## src/rtl/dp_arb_pkg.sv

```systemverilog
package dp_arb_pkg;
  typedef enum logic [1:0] {
    OWN_NONE  = 2'd0,
    OWN_LEFT  = 2'd1,
    OWN_RIGHT = 2'd2
  } ownerT;

  // Datapath -> control: comparison results for the current inputs.
  typedef struct packed {
    logic       collide;
    logic [1:0] stay;     // port kept enable and address since last edge
  } matchT;

  // Control -> datapath: per-port busy strobes (index 0 = left, 1 = right).
  typedef struct packed {
    logic [1:0] busy;
  } strobeT;
endpackage

```

## src/rtl/dp_arb_datapath.sv

```systemverilog
module dp_arb_datapath
  import dp_arb_pkg::*;
#(
  parameter int ADDR_W = 16,
  localparam int NPORT = 2
) (
  input  logic                          clk,
  input  logic                          rstN,
  input  logic                          masterMode,
  input  logic [NPORT-1:0]              portEn,
  input  logic [NPORT-1:0][ADDR_W-1:0]  portAddr,
  input  logic [NPORT-1:0]              portWe,
  input  logic [NPORT-1:0]              portBusyInN,
  input  strobeT                        strobes,
  output matchT                         match,
  output logic [NPORT-1:0]              portWeGated
);
  logic [NPORT-1:0]             enQ;
  logic [NPORT-1:0][ADDR_W-1:0] addrQ;
  logic [NPORT-1:0]             weQ;
  logic [NPORT-1:0]             busyInNQ;
  logic [NPORT-1:0]             inhibit;

  assign match.collide = portEn[0] & portEn[1] & (portAddr[0] == portAddr[1]);

  for (genvar i = 0; i < NPORT; i++) begin : g_port
    always_ff @(posedge clk or negedge rstN) begin
      if (!rstN) begin
        enQ[i]      <= 1'b0;
        addrQ[i]    <= '0;
        weQ[i]      <= 1'b0;
        busyInNQ[i] <= 1'b1;
      end else begin
        enQ[i]      <= portEn[i];
        addrQ[i]    <= portAddr[i];
        weQ[i]      <= portWe[i];
        busyInNQ[i] <= portBusyInN[i];
      end
    end

    assign match.stay[i]  = enQ[i] & portEn[i] & (addrQ[i] == portAddr[i]);
    assign inhibit[i]     = masterMode ? strobes.busy[i] : ~busyInNQ[i];
    assign portWeGated[i] = enQ[i] & weQ[i] & ~inhibit[i];
  end
endmodule

```

## src/rtl/dp_arb_ctrl.sv

```systemverilog
module dp_arb_ctrl
  import dp_arb_pkg::*;
(
  input  logic   clk,
  input  logic   rstN,
  input  logic   masterMode,
  input  matchT  match,
  output strobeT strobes
);
  ownerT owner, ownerNext;

  always_comb begin
    ownerNext = OWN_NONE;
    if (masterMode && match.collide) begin
      if (owner == OWN_LEFT && match.stay[0])
        ownerNext = OWN_LEFT;
      else if (owner == OWN_RIGHT && match.stay[1])
        ownerNext = OWN_RIGHT;
      else if (match.stay[1] && !match.stay[0])
        ownerNext = OWN_RIGHT;   // right was there first
      else
        ownerNext = OWN_LEFT;    // simultaneous arrival: left wins
    end
  end

  always_ff @(posedge clk or negedge rstN) begin
    if (!rstN) owner <= OWN_NONE;
    else       owner <= ownerNext;
  end

  assign strobes.busy[0] = masterMode && (owner == OWN_RIGHT);
  assign strobes.busy[1] = masterMode && (owner == OWN_LEFT);

  // a winner that stays put through an ongoing collision keeps the grant
  p_winner_holds_r5: assert property (@(posedge clk) disable iff (!rstN)
    (masterMode && owner == OWN_LEFT && match.collide && match.stay[0])
      |=> (owner == OWN_LEFT || !$past(masterMode)));
endmodule

```

## src/rtl/dp_collision_arbiter.sv

```systemverilog
module dp_collision_arbiter
  import dp_arb_pkg::*;
#(
  parameter int ADDR_W = 16
) (
  input  logic              clk,
  input  logic              rstN,
  input  logic              masterMode,
  input  logic              leftEn,
  input  logic [ADDR_W-1:0] leftAddr,
  input  logic              leftWe,
  input  logic              leftBusyInN,
  output logic              leftBusyN,
  output logic              leftWeGated,
  input  logic              rightEn,
  input  logic [ADDR_W-1:0] rightAddr,
  input  logic              rightWe,
  input  logic              rightBusyInN,
  output logic              rightBusyN,
  output logic              rightWeGated
);
  matchT      match;
  strobeT     strobes;
  logic [1:0] weGated;

  dp_arb_datapath #(.ADDR_W(ADDR_W)) u_dp (
    .clk         (clk),
    .rstN        (rstN),
    .masterMode  (masterMode),
    .portEn      ({rightEn, leftEn}),
    .portAddr    ({rightAddr, leftAddr}),
    .portWe      ({rightWe, leftWe}),
    .portBusyInN ({rightBusyInN, leftBusyInN}),
    .strobes     (strobes),
    .match       (match),
    .portWeGated (weGated)
  );

  dp_arb_ctrl u_ctrl (
    .clk        (clk),
    .rstN       (rstN),
    .masterMode (masterMode),
    .match      (match),
    .strobes    (strobes)
  );

  assign leftBusyN    = ~strobes.busy[0];
  assign rightBusyN   = ~strobes.busy[1];
  assign leftWeGated  = weGated[0];
  assign rightWeGated = weGated[1];

  // never both flagged
  p_single_busy_r2: assert property (@(posedge clk) disable iff (!rstN)
    !(!leftBusyN && !rightBusyN));

  // a busy flag needs a collision in master mode at the previous edge
  p_busy_needs_collision_r2: assert property (@(posedge clk) disable iff (!rstN)
    !leftBusyN |-> $past(masterMode && leftEn && rightEn && leftAddr == rightAddr));

  // a flagged port never writes
  p_busy_blocks_write_r6: assert property (@(posedge clk) disable iff (!rstN)
    (!leftBusyN |-> !leftWeGated) and (!rightBusyN |-> !rightWeGated));

  // slave mode drives busy outputs high
  p_slave_busy_high_r9: assert property (@(posedge clk) disable iff (!rstN)
    !masterMode |-> (leftBusyN && rightBusyN));

  // low busy input in slave mode blocks that port's write
  p_slave_inhibit_r10: assert property (@(posedge clk) disable iff (!rstN)
    (!masterMode && $past(!leftBusyInN)) |-> !leftWeGated);
endmodule

```

## config.mk

```make
export PLATFORM = sky130hd
export DESIGN_NAME = dp_collision_arbiter
export DESIGN_NICKNAME = d
export VERILOG_FILES = /design/src/rtl/dp_arb_pkg.sv /design/src/rtl/dp_arb_datapath.sv /design/src/rtl/dp_arb_ctrl.sv /design/src/rtl/dp_collision_arbiter.sv
export SDC_FILE = /design/constraint.sdc
export NUM_CORES = 1
export LEC_CHECK = 0
export BUFFER_PORTS_ARGS = -buffer_cell sky130_fd_sc_hd__buf_2
export CELL_PAD_IN_SITES_DETAIL_PLACEMENT = 1
export CELL_PAD_IN_SITES_GLOBAL_PLACEMENT = 1
export CORE_MARGIN = 2
export CORE_UTILIZATION = 36
export CTS_CLUSTER_DIAMETER = 50
export DETAILED_ROUTE_END_ITERATION = 8
export GPL_TIMING_DRIVEN = 0
export PLACE_DENSITY_LB_ADDON = 0.1
export SLEW_MARGIN = 20
export SYNTH_ARGS = -nofsm -noshare
export SYNTH_HDL_FRONTEND = slang
export SYNTH_SLANG_ARGS = --single-unit
```

## constraint.sdc

```tcl
create_clock -name clk -period 1.56 [get_ports clk]
set_input_delay 0.156 -clock clk [delete_from_list [all_inputs] [get_ports clk]]
set_output_delay 0.156 -clock clk [all_outputs]
set_load 0.05 [all_outputs]
```

# After elaboration in Yosys (flattened, before gate mapping)
# Cells that the tools add are included.
[totals]
in_bits = 41
register_bits = 40
[op_classes]
reduce_logical = 7
bitwise_logic = 16
eq_ne = 5
n_mux = 6
[ops]
columns = ["cell", "n"]
rows = [
  ["16-bit == test", 3],
  ["1-bit bitwise AND", 10],
  ["2-bit two-way mux", 4],
  ["1-bit logical AND", 6],
  ["1-bit inverter", 6],
  ["2-bit by 1-bit == test with 1-bit output, second input constant", 1],
  ["2-bit == test, second input constant", 1],
  ["1-bit two-way mux", 2],
  ["1-bit logical NOT", 1],
]

# Longest topological paths before layout
[depth]
word_depth = 8
mapped_depth = 5
ltp_nobuf = 5

# Modules after synthesis
# From an unflattened synthesis, not the netlist that was laid out.
[unflattened]
hier_cells = 123
hier_area_um2 = 1650.3
[modules_own_cells]
columns = ["module", "area_each_um2", "cells_each", "instances"]
rows = [
  ["dp_arb_datapath", 1540.2, 110, 1],
  ["dp_arb_ctrl", 102.6, 11, 1],
  ["dp_collision_arbiter", 7.5, 2, 1],
]

# Least setup slack after synthesis
# OpenSTA, ideal clock, no wires.
[synth_timing]
path_kind = "register to output"
start = "reg u_ctrl.owner[1]"
end = "out leftWeGated"
stages_incl_launch_ff = 3
n_path_buf = 0
t_arrival_ps = 1367
setup_slack_ps = 37
required_ps = 1404
path_cell_list = "dfrtp_1 -> nand3b_1 -> o2111a_1"
[synth_between]
elab_chain_len = 5
[synth_lines]
columns = ["element", "line", "text"]
rows = [
  ["start, declared", "dp_arb_ctrl.sv:10", "ownerT owner, ownerNext;"],
  ["start signal, assigned", "dp_arb_ctrl.sv:28", "else owner <= ownerNext;"],
  ["2-bit == test", "dp_arb_ctrl.sv:31", "assign strobes.busy[0] = masterMode && (owner == OWN_RIGHT);"],
  ["1-bit logical AND", "dp_arb_ctrl.sv:31", ""],
  ["1-bit two-way mux", "dp_arb_datapath.sv:42", "assign inhibit[i] = masterMode ? strobes.busy[i] : ~busyInNQ[i];"],
  ["1-bit inverter", "dp_arb_datapath.sv:43", "assign portWeGated[i] = enQ[i] & weQ[i] & ~inhibit[i];"],
  ["1-bit bitwise AND", "dp_arb_datapath.sv:43", ""],
  ["end, declared", "dp_collision_arbiter.sv:14", "output logic leftWeGated,"],
]
# No other way between the ends.

# Worst setup path in the final report
[layout_timing]
start = "reg u_dp.addrQ[6] in the netlist's numbering"
end = "reg u_ctrl.owner[0]"
[layout_between]
elab_chain_len = 8
word_cells_on_any_way = 9
[layout_lines]
columns = ["element", "line", "text"]
rows = [
  ["start, declared", "dp_arb_datapath.sv:19", "logic [NPORT-1:0][ADDR_W-1:0] addrQ;"],
  ["start signal, assigned by index", "dp_arb_datapath.sv:35", "addrQ[i] <= portAddr[i];"],
  ["16-bit == test (*)", "dp_arb_datapath.sv:41", "assign match.stay[i] = enQ[i] & portEn[i] & (addrQ[i] == portAddr[i]);"],
  ["1-bit bitwise AND (*)", "dp_arb_datapath.sv:41", ""],
  ["1-bit logical NOT", "dp_arb_ctrl.sv:19", "else if (match.stay[1] && !match.stay[0])"],
  ["1-bit logical AND", "dp_arb_ctrl.sv:19", ""],
  ["2-bit two-way mux", "dp_arb_ctrl.sv:19", ""],
  ["2-bit two-way mux", "dp_arb_ctrl.sv:17", "else if (owner == OWN_RIGHT && match.stay[1])"],
  ["2-bit two-way mux (*)", "dp_arb_ctrl.sv:15", "if (owner == OWN_LEFT && match.stay[0])"],
  ["2-bit two-way mux (*)", "dp_arb_ctrl.sv:14", "if (masterMode && match.collide) begin"],
  ["net u_ctrl.ownerNext[0]", "dp_arb_ctrl.sv:10", ""],
]
# Mark *: on every way through the listed nets, which the timed path passes. The rest lies on a longest branch.

==> results.py <==
metrics = {
    "placed_design": {
        "place_congestion": 0.7262,
        "dp_cells": 210,
        "io_buffer_count": 44,
        "dp_hpwl_mm": 2.680,
    },
    "worst_setup_path": {
        "slowest_stage": "or4_1",
        "worstPathArrival_ns": 1.84,
        "critical_path.reg2reg.startpoint": "u_dp.addrQ[6]$_DFF_PN0_",
        "cp.depth": 5,
        "cp.required_ns": 1.79,
        "cp_num_buf_inv": 0,
        "cpPeakStageDelay_ns": 0.53,
        "end_kind": "flop",
        "worstPathCellList": "xnor2_1 -> nand4_1 -> or4_1 -> o211ai_1 -> and2b_2",
        "critical_path.max_fanout": 2,
        "cp_top_family": "simple AND/OR/NAND/NOR gates",
        "critical_path_class": "flop to flop",
        "r2r_cells": 5,
        "r2r_slack_ns": -0.05,
        "reg2reg_to": "u_ctrl.owner[0]$_DFF_PN0_",
        "startpoint_type": "flop",
    },
    "power_and_ir_drop": {
        "power.total_w": 0.002030,
        "vdd_ir_drop_max_mv": 0.4617,
        "powerDensity_nw_per_um2": 1002,
        "cellLeakagePower_nw": 0.8424,
    },
    "synth": {
        "synth_cell_types": 16,
        "syn_area_um2": 1595,
        "yosysSeqAreaShare": 0.6290,
        "syn_inst": 114,
        "ys_seq_elements": 40,
        "syn-num-nets": 155,
        "yosysWarningCount": 0,
        "syn_avg_cell_area_um2": 13.99,
    },
    "clock_network": {
        "cts_buffer_depth": 2,
        "clk_pin_slew_ns": 0.07,
        "cts_tree": "yes",
        "root_buffer": "clkbuf_8",
        "numCtsBuffers": 5,
        "cts_sinks": 40,
        "h-tree-depth": 2,
        "clk_latency_ns": 0.29,
    },
    "sta": {
        "setup_viol": 1,
        "hold_viol_final": 12,
        "fin_crit_ns": 1.609,
        "finClkSkew_ns": 0.001912,
        "maxSlewViolCount": 0,
        "max_freq_mhz": 621.6,
        "whs_ns": -0.01015,
        "postLayoutSetupSlackWorst_ns": -0.04864,
        "max_slew_margin": 0.4041,
        "fin_tns_setup_ns": -0.04864,
        "worst-slew-pin-transition_ns": 0.8939,
        "post-route-period-util": 1.031,
        "rsz0062_at_grt": "true",
    },
    "run": {
        "maxCapViolations": 0,
    },
    "global_route": {
        "grt-ovfl-total": 0,
        "antenna_found_initial": 0,
        "grt.total_usage": 0.1538,
        "grt_pass1_wl_mm": 5.775,
        "grt_max_degree": 41,
        "grt_pass1_vias": 1213,
    },
    "finish": {
        "n_antenna_cell": 0,
        "final_cells": 221,
        "nNetsFinal": 210,
        "mostFrequentLayoutCells": "buf_2 (44), xnor2_1 (42), dfrtp_1 (38)",
        "syn2layout_area_growth_pct": 26.98,
        "final_common_cell": "buf_2",
        "drive_above_1_share": 0.3314,
        "final.fill_count": 479,
    },
    "routing": {
        "finalWirelength_mm": 3.439,
        "via_per_inst": 4.706,
        "dr.pass1.iters": 3,
        "post_drt_wl_per_cell_um": 15.56,
        "ant_nets": 0,
        "drt-initial-drc-count": 29,
        "drc": 0,
        "routed-via-count": 1040,
    },
    "floorplan": {
        "die_x_um": 70.57,
        "coreArea_um2": 4324,
        "dieHeight_um": 70.57,
        "ioPinCount": 45,
        "start_util": 0.3689,
        "rows": 24,
        "die_area_um2": 4980,
    },
    "outcome": {
        "violations": "negative hold slack, negative setup slack",
        "status": "finished, violations left",
    },
    "worst_hold_path": {
        "hold_class": "input pin to asynchronous set/reset pin",
    },
}
[cells by family (layout without fill, tap and decap cells)]
logic type | count (synthesis) | after routing | synth area share
flip-flops | 40 | 40 | 0.6290
AO/OA/AOI/OAI | 4 | 4 | 0.02432
XOR/XNOR | 48 | 48 | 0.2635
buffers and inverters | 1 | 56 | 0.002351
AND/OR/NAND/NOR | 21 | 21 | 0.08078
[registers in the layout, indices dropped and copies added, names as in the netlist]
signal and cells:
u_dp.busyInNQ 2, u_dp.enQ 2, u_dp.weQ 2, u_ctrl.owner 2
u_dp.addrQ 32
[stage by stage]
step / cell area (µm²) / worst slack (ns) / hold WS, ns / utilization
2_1_floorplan: 1595 / 0.03662 / -0.1396 / -
3_3_place_gp: 1881 / -0.06500 / 0.2634 / 0.4349
3_5_place_dp: 1881 / -0.1067 / 0.2637 / 0.4349
4_1_cts: 2012 / -0.08078 / 0.005898 / 0.4653
5_1_grt: 2026 / -0.1488 / 0.007382 / 0.4685
6_report: 2026 / -0.04864 / -0.01015 / 0.4685
[area by class of cell]
type / count / area (µm²) / share of cell area
Sequential cell: 40 / 1003 / 0.4954
Multi-Input combinational cell: 73 / 616.8 / 0.3045
Timing Repair Buffer: 48 / 260.3 / 0.1285
Clock buffer: 7 / 76.32 / 0.03768
Tap cell: 52 / 65.06 / 0.03212
Inverter: 1 / 3.754 / 0.001853
[power breakdown]
group / internal (W) / switching (W) / total, W / leakage (nW)
Sequential: 0.00109 / 0.0000239 / 0.00111 / 0.468
Combinational: 0.000137 / 0.000137 / 0.000274 / 0.336
Clock: 0.000308 / 0.000335 / 0.000643 / 0.0383
Total: 0.00153 / 0.000496 / 0.00203 / 0.842
[worst register-to-register path: cells and delay by family (launching register included)]
| kind | cells | cell delay [ns] |
|---|---|---|
| AOI/OAI and AO/OA | 1 | 0.20 |
| xor gates and xnor gates | 1 | 0.16 |
| DFF | 1 | 0.37 |
| and+or+nand+nor | 3 | 0.83 |
[synth_stat cells]
| cell | n | share of area |
|---|---|---|
| and2b_2 | 1 | 0.0055 |
| dfrtp_1 | 38 | 0.60 |
| dfstp_2 | 2 | 0.033 |
| inv_1 | 1 | 0.0024 |
| nand3_1 | 3 | 0.0094 |
| nand3b_1 | 1 | 0.0047 |
| nand4_1 | 11 | 0.043 |
| nor2_1 | 1 | 0.0024 |
| nor3_1 | 1 | 0.0031 |
| nor4_1 | 2 | 0.0078 |
| o2111a_1 | 2 | 0.014 |
| o2111ai_1 | 1 | 0.0055 |
| o211ai_1 | 1 | 0.0047 |
| or4_1 | 1 | 0.0047 |
| xnor2_1 | 45 | 0.25 |
| xor2_1 | 3 | 0.016 |
[metal layers]
| layer | global-route usage | part of all wire | up-vias |
|---|---|---|---|
| met5 | 0 | 0 | - |
| met4 | 0.07757 | 0.026 | 0 |
| met3 | 0.04131 | 0.056 | 9 |
| met2 | 0.2484 | 0.48 | 35 |
| met1 | 0.1915 | 0.44 | 501 |
| li1 | - | - | 495 |
[how the worst max path moves through the flow]
stage                              start                   endpoint  slack (ns)
2_1_floorplan  u_ctrl.owner[1]$_DFF_PN0_                leftWeGated        0.04
3_3_place_gp     u_dp.addrQ[7]$_DFF_PN0_  u_ctrl.owner[0]$_DFF_PN0_       -0.06
3_5_place_dp     u_dp.addrQ[7]$_DFF_PN0_  u_ctrl.owner[0]$_DFF_PN0_       -0.11
4_1_cts         u_dp.addrQ[14]$_DFF_PN0_  u_ctrl.owner[0]$_DFF_PN0_       -0.08
5_1_grt         u_dp.addrQ[10]$_DFF_PN0_  u_ctrl.owner[0]$_DFF_PN0_       -0.15
6_report         u_dp.addrQ[6]$_DFF_PN0_  u_ctrl.owner[0]$_DFF_PN0_       -0.05
[repair_timing]
item | in CTS | in global routing
endpoints found under the hold margin | 4 | 0
pin swaps | 9 | 7
resized for setup | 2 | 2
setup endpoints to repair | 2 | 2
buffers inserted | 0 | 0
hold buffers | 4 | 0
No activity file was read; power rests on OpenSTA's default activity.
